**src/rtl/bmd_pkg.sv**
```systemverilog
package bmd_pkg;
   typedef enum logic [2:0] {
      TGT_NONE = 3'd0,
      TGT_SFR  = 3'd1,
      TGT_RAM  = 3'd2,
      TGT_GPR  = 3'd3,
      TGT_EXT  = 3'd4
   } tgt_e;

   typedef enum logic [1:0] {
      KIND_DATA  = 2'd0,
      KIND_SHORT = 2'd1,
      KIND_PLAIN = 2'd2,
      KIND_RSVD  = 2'd3
   } kind_e;
endpackage

```
**src/rtl/bmd_addr_map.sv**
```systemverilog
module bmd_addr_map
   import bmd_pkg::*;
#(
   parameter int ADDR_W      = 16,
   parameter int OFF_W       = 8,
   parameter int NIB_W       = 4,
   parameter bit EXT_EN      = 1'b1,
   parameter int SFR_PAGE    = 'hFF,
   parameter int RAM_PAGE    = 'hFE,
   parameter int SHORT_SPLIT = 'hE0,
   parameter int SHORT_BIAS  = 'h20,
   localparam int EXT_W      = ADDR_W + NIB_W,
   localparam int PAGE_W     = ADDR_W - OFF_W
) (
   input  logic              clk,
   input  logic              rst_n,
   input  logic              valid,
   input  logic [1:0]        kind,
   input  logic              alt,
   input  logic [ADDR_W-1:0] addr,
   input  logic              wide_en,
   input  logic [NIB_W-1:0]  nib_main,
   input  logic [NIB_W-1:0]  nib_alt,
   output tgt_e              page_tgt,
   output logic [OFF_W-1:0]  off,
   output logic [EXT_W-1:0]  ext_addr
);
   localparam logic [PAGE_W-1:0] SFR_P = PAGE_W'(SFR_PAGE);
   localparam logic [PAGE_W-1:0] RAM_P = PAGE_W'(RAM_PAGE);
   localparam logic [OFF_W-1:0]  SPLIT = OFF_W'(SHORT_SPLIT);
   localparam logic [OFF_W-1:0]  BIAS  = OFF_W'(SHORT_BIAS);

   logic [PAGE_W-1:0] page;
   logic [OFF_W-1:0]  lo;
   logic              is_short;

   assign page     = addr[ADDR_W-1:OFF_W];
   assign lo       = addr[OFF_W-1:0];
   assign is_short = (kind == KIND_SHORT);

   always_comb begin
      page_tgt = TGT_NONE;
      off      = lo;
      if (valid) begin
         if (is_short) begin
            if (lo >= SPLIT) begin
               page_tgt = TGT_SFR;
               off      = lo - SPLIT;
            end else begin
               page_tgt = TGT_RAM;
               off      = lo + BIAS;
            end
         end else if (page == SFR_P) begin
            page_tgt = TGT_SFR;
         end else if (page == RAM_P) begin
            page_tgt = TGT_RAM;
         end else begin
            page_tgt = TGT_EXT;
         end
      end
   end

   generate
      if (EXT_EN) begin : g_wide
         logic use_bank;
         assign use_bank = wide_en && (kind == KIND_DATA);
         assign ext_addr = {use_bank ? (alt ? nib_alt : nib_main) : {NIB_W{1'b0}}, addr};
      end else begin : g_narrow
         assign ext_addr = {{NIB_W{1'b0}}, addr};
      end
   endgenerate

   // fetch/stack accesses never carry a bank nibble
   assert_plain_flat_R10: assert property (@(posedge clk) disable iff (!rst_n)
      (valid && kind == KIND_PLAIN && page_tgt == TGT_EXT) |-> (ext_addr[EXT_W-1:ADDR_W] == '0));

   // the short window never leaves the internal pages
   assert_short_internal_R8: assert property (@(posedge clk) disable iff (!rst_n)
      (valid && is_short) |-> (page_tgt == TGT_SFR || page_tgt == TGT_RAM));
endmodule

```
**src/rtl/bmd_bank_window.sv**
```systemverilog
module bmd_bank_window
   import bmd_pkg::*;
#(
   parameter int OFF_W  = 8,
   parameter int BANK_W = 2,
   parameter int REGS_W = 3
) (
   input  logic              clk,
   input  logic              rst_n,
   input  tgt_e              page_tgt,
   input  logic [OFF_W-1:0]  off,
   input  logic [BANK_W-1:0] bank,
   output tgt_e              tgt,
   output logic [REGS_W-1:0] gpr_idx
);
   localparam int SLOT_W   = OFF_W - REGS_W;
   localparam int TOP_SLOT = (1 << OFF_W) - (1 << REGS_W);

   logic [OFF_W-1:0] slot_base;
   logic             in_slot;

   assign slot_base = OFF_W'(TOP_SLOT) - (OFF_W'(bank) << REGS_W);
   assign in_slot   = (off[OFF_W-1:REGS_W] == slot_base[OFF_W-1:REGS_W]);
   assign gpr_idx   = off[REGS_W-1:0];

   always_comb begin
      tgt = page_tgt;
      if (page_tgt == TGT_RAM && in_slot) tgt = TGT_GPR;
   end

   // register steering only happens inside the bank area at the top of RAM
   assert_gpr_in_bank_area_R4: assert property (@(posedge clk) disable iff (!rst_n)
      (tgt == TGT_GPR) |-> (page_tgt == TGT_RAM &&
         off[OFF_W-1:REGS_W] >= SLOT_W'((TOP_SLOT >> REGS_W) - ((1 << BANK_W) - 1))));
endmodule

```
**src/rtl/bmd_ram.sv**
```systemverilog
module bmd_ram #(
   parameter int OFF_W  = 8,
   parameter int DATA_W = 8,
   localparam int DEPTH = 1 << OFF_W
) (
   input  logic              clk,
   input  logic              we,
   input  logic [OFF_W-1:0]  addr,
   input  logic [DATA_W-1:0] wdata,
   output logic [DATA_W-1:0] rdata
);
   logic [DATA_W-1:0] mem [DEPTH];

   always_ff @(posedge clk) begin
      if (we) mem[addr] <= wdata;
   end

   assign rdata = mem[addr];
endmodule

```
**src/rtl/bmd_rdata_mux.sv**
```systemverilog
module bmd_rdata_mux
   import bmd_pkg::*;
#(
   parameter int DATA_W = 8
) (
   input  tgt_e              tgt,
   input  logic              rd,
   input  logic [DATA_W-1:0] gpr_d,
   input  logic [DATA_W-1:0] ram_d,
   input  logic [DATA_W-1:0] sfr_d,
   input  logic [DATA_W-1:0] ext_d,
   output logic [DATA_W-1:0] rdata
);
   always_comb begin
      rdata = '0;
      if (rd) begin
         unique case (tgt)
            TGT_GPR: rdata = gpr_d;
            TGT_RAM: rdata = ram_d;
            TGT_SFR: rdata = sfr_d;
            TGT_EXT: rdata = ext_d;
            default: rdata = '0;
         endcase
      end
   end
endmodule

```
**src/rtl/bank_mem_decoder.sv**
```systemverilog
module bank_mem_decoder
   import bmd_pkg::*;
#(
   parameter int ADDR_W     = 16,
   parameter int DATA_W     = 8,
   parameter int OFF_W      = 8,
   parameter int BANK_W     = 2,
   parameter int REGS_W     = 3,
   parameter int NIB_W      = 4,
   parameter bit EXT_EN     = 1'b1,
   localparam int EXT_W     = ADDR_W + NIB_W
) (
   input  logic              clk,
   input  logic              rst_n,
   input  logic              req_valid,
   input  logic              req_write,
   input  logic [1:0]        req_kind,
   input  logic              req_alt,
   input  logic [ADDR_W-1:0] req_addr,
   input  logic [DATA_W-1:0] req_wdata,
   input  logic [BANK_W-1:0] bank_sel,
   input  logic              ext_wide_en,
   input  logic [NIB_W-1:0]  bank_nib,
   input  logic [NIB_W-1:0]  bank_nib_alt,
   output logic [DATA_W-1:0] rdata,
   output logic [DATA_W-1:0] mem_wdata,
   output logic              sfr_re,
   output logic              sfr_we,
   output logic [OFF_W-1:0]  sfr_off,
   input  logic [DATA_W-1:0] sfr_rdata,
   output logic              gpr_we,
   output logic [REGS_W-1:0] gpr_idx,
   input  logic [DATA_W-1:0] gpr_rdata,
   output logic              ext_re,
   output logic              ext_we,
   output logic [EXT_W-1:0]  ext_addr,
   input  logic [DATA_W-1:0] ext_rdata
);
   generate
      if (ADDR_W <= OFF_W) begin : g_bad_addr
         $error("bank_mem_decoder: ADDR_W must exceed OFF_W");
      end
      if (OFF_W < REGS_W + BANK_W) begin : g_bad_bank
         $error("bank_mem_decoder: register banks do not fit the RAM page");
      end
   endgenerate

   tgt_e             page_tgt;
   tgt_e             tgt;
   logic [OFF_W-1:0] off;
   logic [DATA_W-1:0] ram_rdata;
   logic             ram_we;
   logic             rd;
   logic             wr;

   assign rd = req_valid && !req_write;
   assign wr = req_valid &&  req_write;

   bmd_addr_map #(
      .ADDR_W (ADDR_W),
      .OFF_W  (OFF_W),
      .NIB_W  (NIB_W),
      .EXT_EN (EXT_EN)
   ) u_map (
      .clk      (clk),
      .rst_n    (rst_n),
      .valid    (req_valid),
      .kind     (req_kind),
      .alt      (req_alt),
      .addr     (req_addr),
      .wide_en  (ext_wide_en),
      .nib_main (bank_nib),
      .nib_alt  (bank_nib_alt),
      .page_tgt (page_tgt),
      .off      (off),
      .ext_addr (ext_addr)
   );

   bmd_bank_window #(
      .OFF_W  (OFF_W),
      .BANK_W (BANK_W),
      .REGS_W (REGS_W)
   ) u_win (
      .clk      (clk),
      .rst_n    (rst_n),
      .page_tgt (page_tgt),
      .off      (off),
      .bank     (bank_sel),
      .tgt      (tgt),
      .gpr_idx  (gpr_idx)
   );

   assign ram_we = wr && (tgt == TGT_RAM);

   bmd_ram #(
      .OFF_W  (OFF_W),
      .DATA_W (DATA_W)
   ) u_ram (
      .clk   (clk),
      .we    (ram_we),
      .addr  (off),
      .wdata (req_wdata),
      .rdata (ram_rdata)
   );

   bmd_rdata_mux #(.DATA_W(DATA_W)) u_mux (
      .tgt   (tgt),
      .rd    (rd),
      .gpr_d (gpr_rdata),
      .ram_d (ram_rdata),
      .sfr_d (sfr_rdata),
      .ext_d (ext_rdata),
      .rdata (rdata)
   );

   assign mem_wdata = req_wdata;
   assign sfr_off   = off;
   assign sfr_re    = rd && (tgt == TGT_SFR);
   assign sfr_we    = wr && (tgt == TGT_SFR);
   assign gpr_we    = wr && (tgt == TGT_GPR);
   assign ext_re    = rd && (tgt == TGT_EXT);
   assign ext_we    = wr && (tgt == TGT_EXT);

   // one target per access
   assert_single_target_R12: assert property (@(posedge clk) disable iff (!rst_n)
      $onehot0({sfr_re, sfr_we, ext_re, ext_we, gpr_we, ram_we}));

   // idle cycles are silent
   assert_idle_quiet_R12: assert property (@(posedge clk) disable iff (!rst_n)
      !req_valid |-> (!(sfr_re || sfr_we || ext_re || ext_we || gpr_we || ram_we) && rdata == '0));

   // a register write never reaches the RAM storage
   assert_overlay_spares_ram_R6: assert property (@(posedge clk) disable iff (!rst_n)
      gpr_we |-> !ram_we);

   // internal pages stay internal in wide mode
   assert_pages_internal_R11: assert property (@(posedge clk) disable iff (!rst_n)
      (req_valid && req_kind != KIND_SHORT && req_addr[ADDR_W-1:OFF_W+1] == '1) |-> !(ext_re || ext_we));
endmodule

```
**config.mk**
```make
export PLATFORM = sky130hd
export DESIGN_NAME = bank_mem_decoder
export DESIGN_NICKNAME = d
export VERILOG_FILES = /design/src/rtl/bmd_pkg.sv /design/src/rtl/bmd_addr_map.sv /design/src/rtl/bmd_bank_window.sv /design/src/rtl/bmd_ram.sv /design/src/rtl/bmd_rdata_mux.sv /design/src/rtl/bank_mem_decoder.sv
export SDC_FILE = /design/constraint.sdc
export NUM_CORES = 2
export LEC_CHECK = 0
export ABC_CLOCK_PERIOD_IN_PS = 6400
export BUFFER_PORTS_ARGS = -buffer_cell sky130_fd_sc_hd__buf_2
export CORE_MARGIN = 2
export CORE_UTILIZATION = 60
export DETAILED_ROUTE_END_ITERATION = 10
export PLACE_DENSITY_LB_ADDON = 0.1
export SYNTH_ARGS = -nofsm -noshare
export SYNTH_HDL_FRONTEND = slang
export SYNTH_SLANG_ARGS = --single-unit
```
**constraint.sdc**
```tcl
create_clock -name clk -period 6.4 [get_ports clk]
set_clock_uncertainty 0.05 [all_clocks]
set_input_delay 0.64 -clock clk [delete_from_list [all_inputs] [get_ports clk]]
set_output_delay 0.64 -clock clk [all_outputs]
set_load 0.005 [all_outputs]
```
==> impl_metrics.ini <==
[outcome]
status = completed

[sta]
grt_setup_unrepaired = false
hold_violations = 0
maxSlewHeadroom_pct = 16.8
finalSetupViolCount = 0
period_share_pct = 87.0
tns_ns = 0
tightest_slew_ns = 1.24
drv_slew = 0
layout_min_cycle_time_ns = 5.57
timing.fmax_ghz = 0.180

[clock_tree]
cts_max_level = 4
path_clk_slew_ns = 0.06
post_cts_buffers = 0
cts_sinks = 2048
postCtsHoldBufs = 0
clockBufferDepth = 3
cts_resized = 0
cts.root.buffer_cell = clkbuf_16
numCtsBuffers = 195
cts_tree = built

[place]
dp_hpwl_mm = 123
portBuffers = 116
place_congestion = 0.942
post-place-cells = 5401

[drt]
dr.pass1.iters = 8
route.vias.total = 39600
wl_mm = 202
drt-initial-drc-count = 5316
vias_per_cell = 6.88
detail-route-antenna-nets = 0
wire_per_inst_um = 35.1
drc = 0

[floorplanning]
die_y_um = 369
core_um2 = 132000
rows = 133
die_w_um = 369
io_pins = 118
start_util_pct = 60.7
die-area_um2 = 136000

[global_route]
grt.overflow.total = 0
grt_max_degree = 210
antenna_found_initial = 5
grt_pass1_vias = 39500
grt_use_total_pct = 30.2
grt_pass1_wl_mm = 288

[setup_path]
worstPathRequired_ns = 5.71
cp-end-kind = primary output
worst_ep_arrival_time_ns = 4.88
worstPathMaxFanout = 18
worst-setup-path-type = input port to primary output
worstSetupStartpointType = input port

[power_and_ir_drop]
leakagePower_nw = 27.3
peakVddDrop_uv = 292
powerDensity_nw_per_um2 = 306

[logic_synthesis]
synth_area_per_cell_um2 = 21.9
ys_ff_latch = 2048
synthesis.area_um2 = 80000
synth_top_area_cell = edfxtp_1
ys.flop_type = edfxtp_1
yosys_warnings = 0
syn-instance-count = 3654
synthDominantCellAreaShare_pct = 76.9
synth.net_count = 3721
async_flop_share_pct = 0
synth_edf_count = 2048
synthDistinctLibCells = 61
seq_area_frac_synth_pct = 76.9
ys_top_cells_by_area = edfxtp_1, mux4_2, nor2_1

[cells_and_area]
drive_gt1_share_pct = 26.5
synthToLayoutAreaGrowth_pct = 10.6
fin_nets = 3910
largest_reg_flops = 2048
final_cells = 5756
largest_register = u_ram.mem
fill_cells = 8300
largestRegisters = u_ram.mem: 2048 flops
seqCellArea_um2 = 61500
multi_input_area_um2 = 16900

[min_path]
hold_class = input port to flip-flop

[job]
maxCapViolCount = 0
## layout by cell type, fill, tap and decap left out, types with 4 or more instances in the layout
master	count
a22oi_1	67
nor2_1	288
a21oi_1	21
a31oi_1	9
nor2b_1	8
o22ai_1	9
nor2_2	4
a32oi_1	4
bufinv_16	8
mux2_2	5
o32ai_1	4
nor3_1	19
buf_2	105
clkbuf_16	200
o21ai_0	11
a2111oi_0	4
nor4_1	7
inv_6	6
buf_4	101
o2111ai_1	5
a222oi_1	10
mux2i_1	46
nand3_1	50
clkbuf_1	49
diode_2	6
a22o_1	19
nand2_1	119
nand4_1	18
a211oi_1	7
clkinv_1	54
o21ai_1	4
buf_12	22
mux4_2	552
clkinv_2	26
a221oi_1	22
clkbuf_8	8
edfxtp_1	2048
## synthesized netlist by cell type, drive strengths merged (9+ instances only)
cell type	count
edfxtp	2048
mux4	552
nor2	294
buf	161
nand2	119
clkbuf	85
a22oi	67
nand3	50
mux2i	47
a221oi	22
a21oi	21
nor3	20
a22o	19
nand4	18
o21ai	15
a222oi	10
a31oi	9
nor2b	9
o22ai	9
## cell families (layout without fill, tap and decap cells)
kind of cell             count (synthesis)  after routing  synth area share, %
flip-flops                            2048           2048                 76.9
adder cells (fa/ha/maj)                  1              1               0.0156
buffers and inverters                  251            592                 1.99
AO/OA/AOI/OAI                          210            210                 1.98
multiplexers                           605            605                 16.2
AND/OR/NAND/NOR                        535            535                 2.82
XOR/XNOR                                 4              4               0.0673
other                                    0              6                    0
## report_power, final
group          internal, mW  total (mW)  switching [mW]
combinational         0.509        1.49           0.985
sequential             14.8        14.8        0.000609
clock                  6.02        10.8            4.79
total                  21.3        27.1            5.77
## layout make-up
cell class	count	area share, %
clock buffer	249	5.87
multi-input combinational	1355	19.1
tap	1755	2.48
antenna	6	0.0170
sequential	2048	69.6
inverter	5	0.0297
timing repair buffer	238	2.11
clock inverter	100	0.815
## layer usage
layer / track usage, % / up-vias / part of all wire [%] / routed length, um
met5: 0 / - / 0.028 / 56
met4: 11.4 / 8 / 4.1 / 8180
met3: 7.38 / 394 / 11 / 21500
met2: 46.9 / 2450 / 48 / 97000
met1: 42.3 / 21100 / 37 / 75200
li1: - / 15700 / - / -
## metrics by stage
stage	worst slack, ns	power, mW	util, %	hold WS [ns]	area, um2
2_1_floorplan	2.97	15.8	-	0.689	80000
3_3_place_gp	1.04	16.5	62.6	1.07	82500
3_5_place_dp	1.09	16.5	62.6	1.10	82500
4_1_cts	1.07	27.1	67.1	0.215	88400
5_1_grt	0.800	27.7	67.1	0.260	88400
6_report	0.835	27.1	67.1	0.249	88400
## worst max-delay path, cell delays in order
cell and delay [ns]:
buf_2 0.28, and3b_4 0.31, mux2i_2 0.71, inv_2 0.50, mux4_2 0.56, mux2i_1 0.36, nor3_1 0.16, nor4_1 0.73
o21ai_1 0.36, buf_2 0.23
## final timing paths
path,end,cells past startpoint,start
max,rdata[6],10,req_valid
min,u_ram.mem[73][2]$_DFFE_PP_,1,req_wdata[2]
Note: power is estimated with default switching activity, not from simulation.
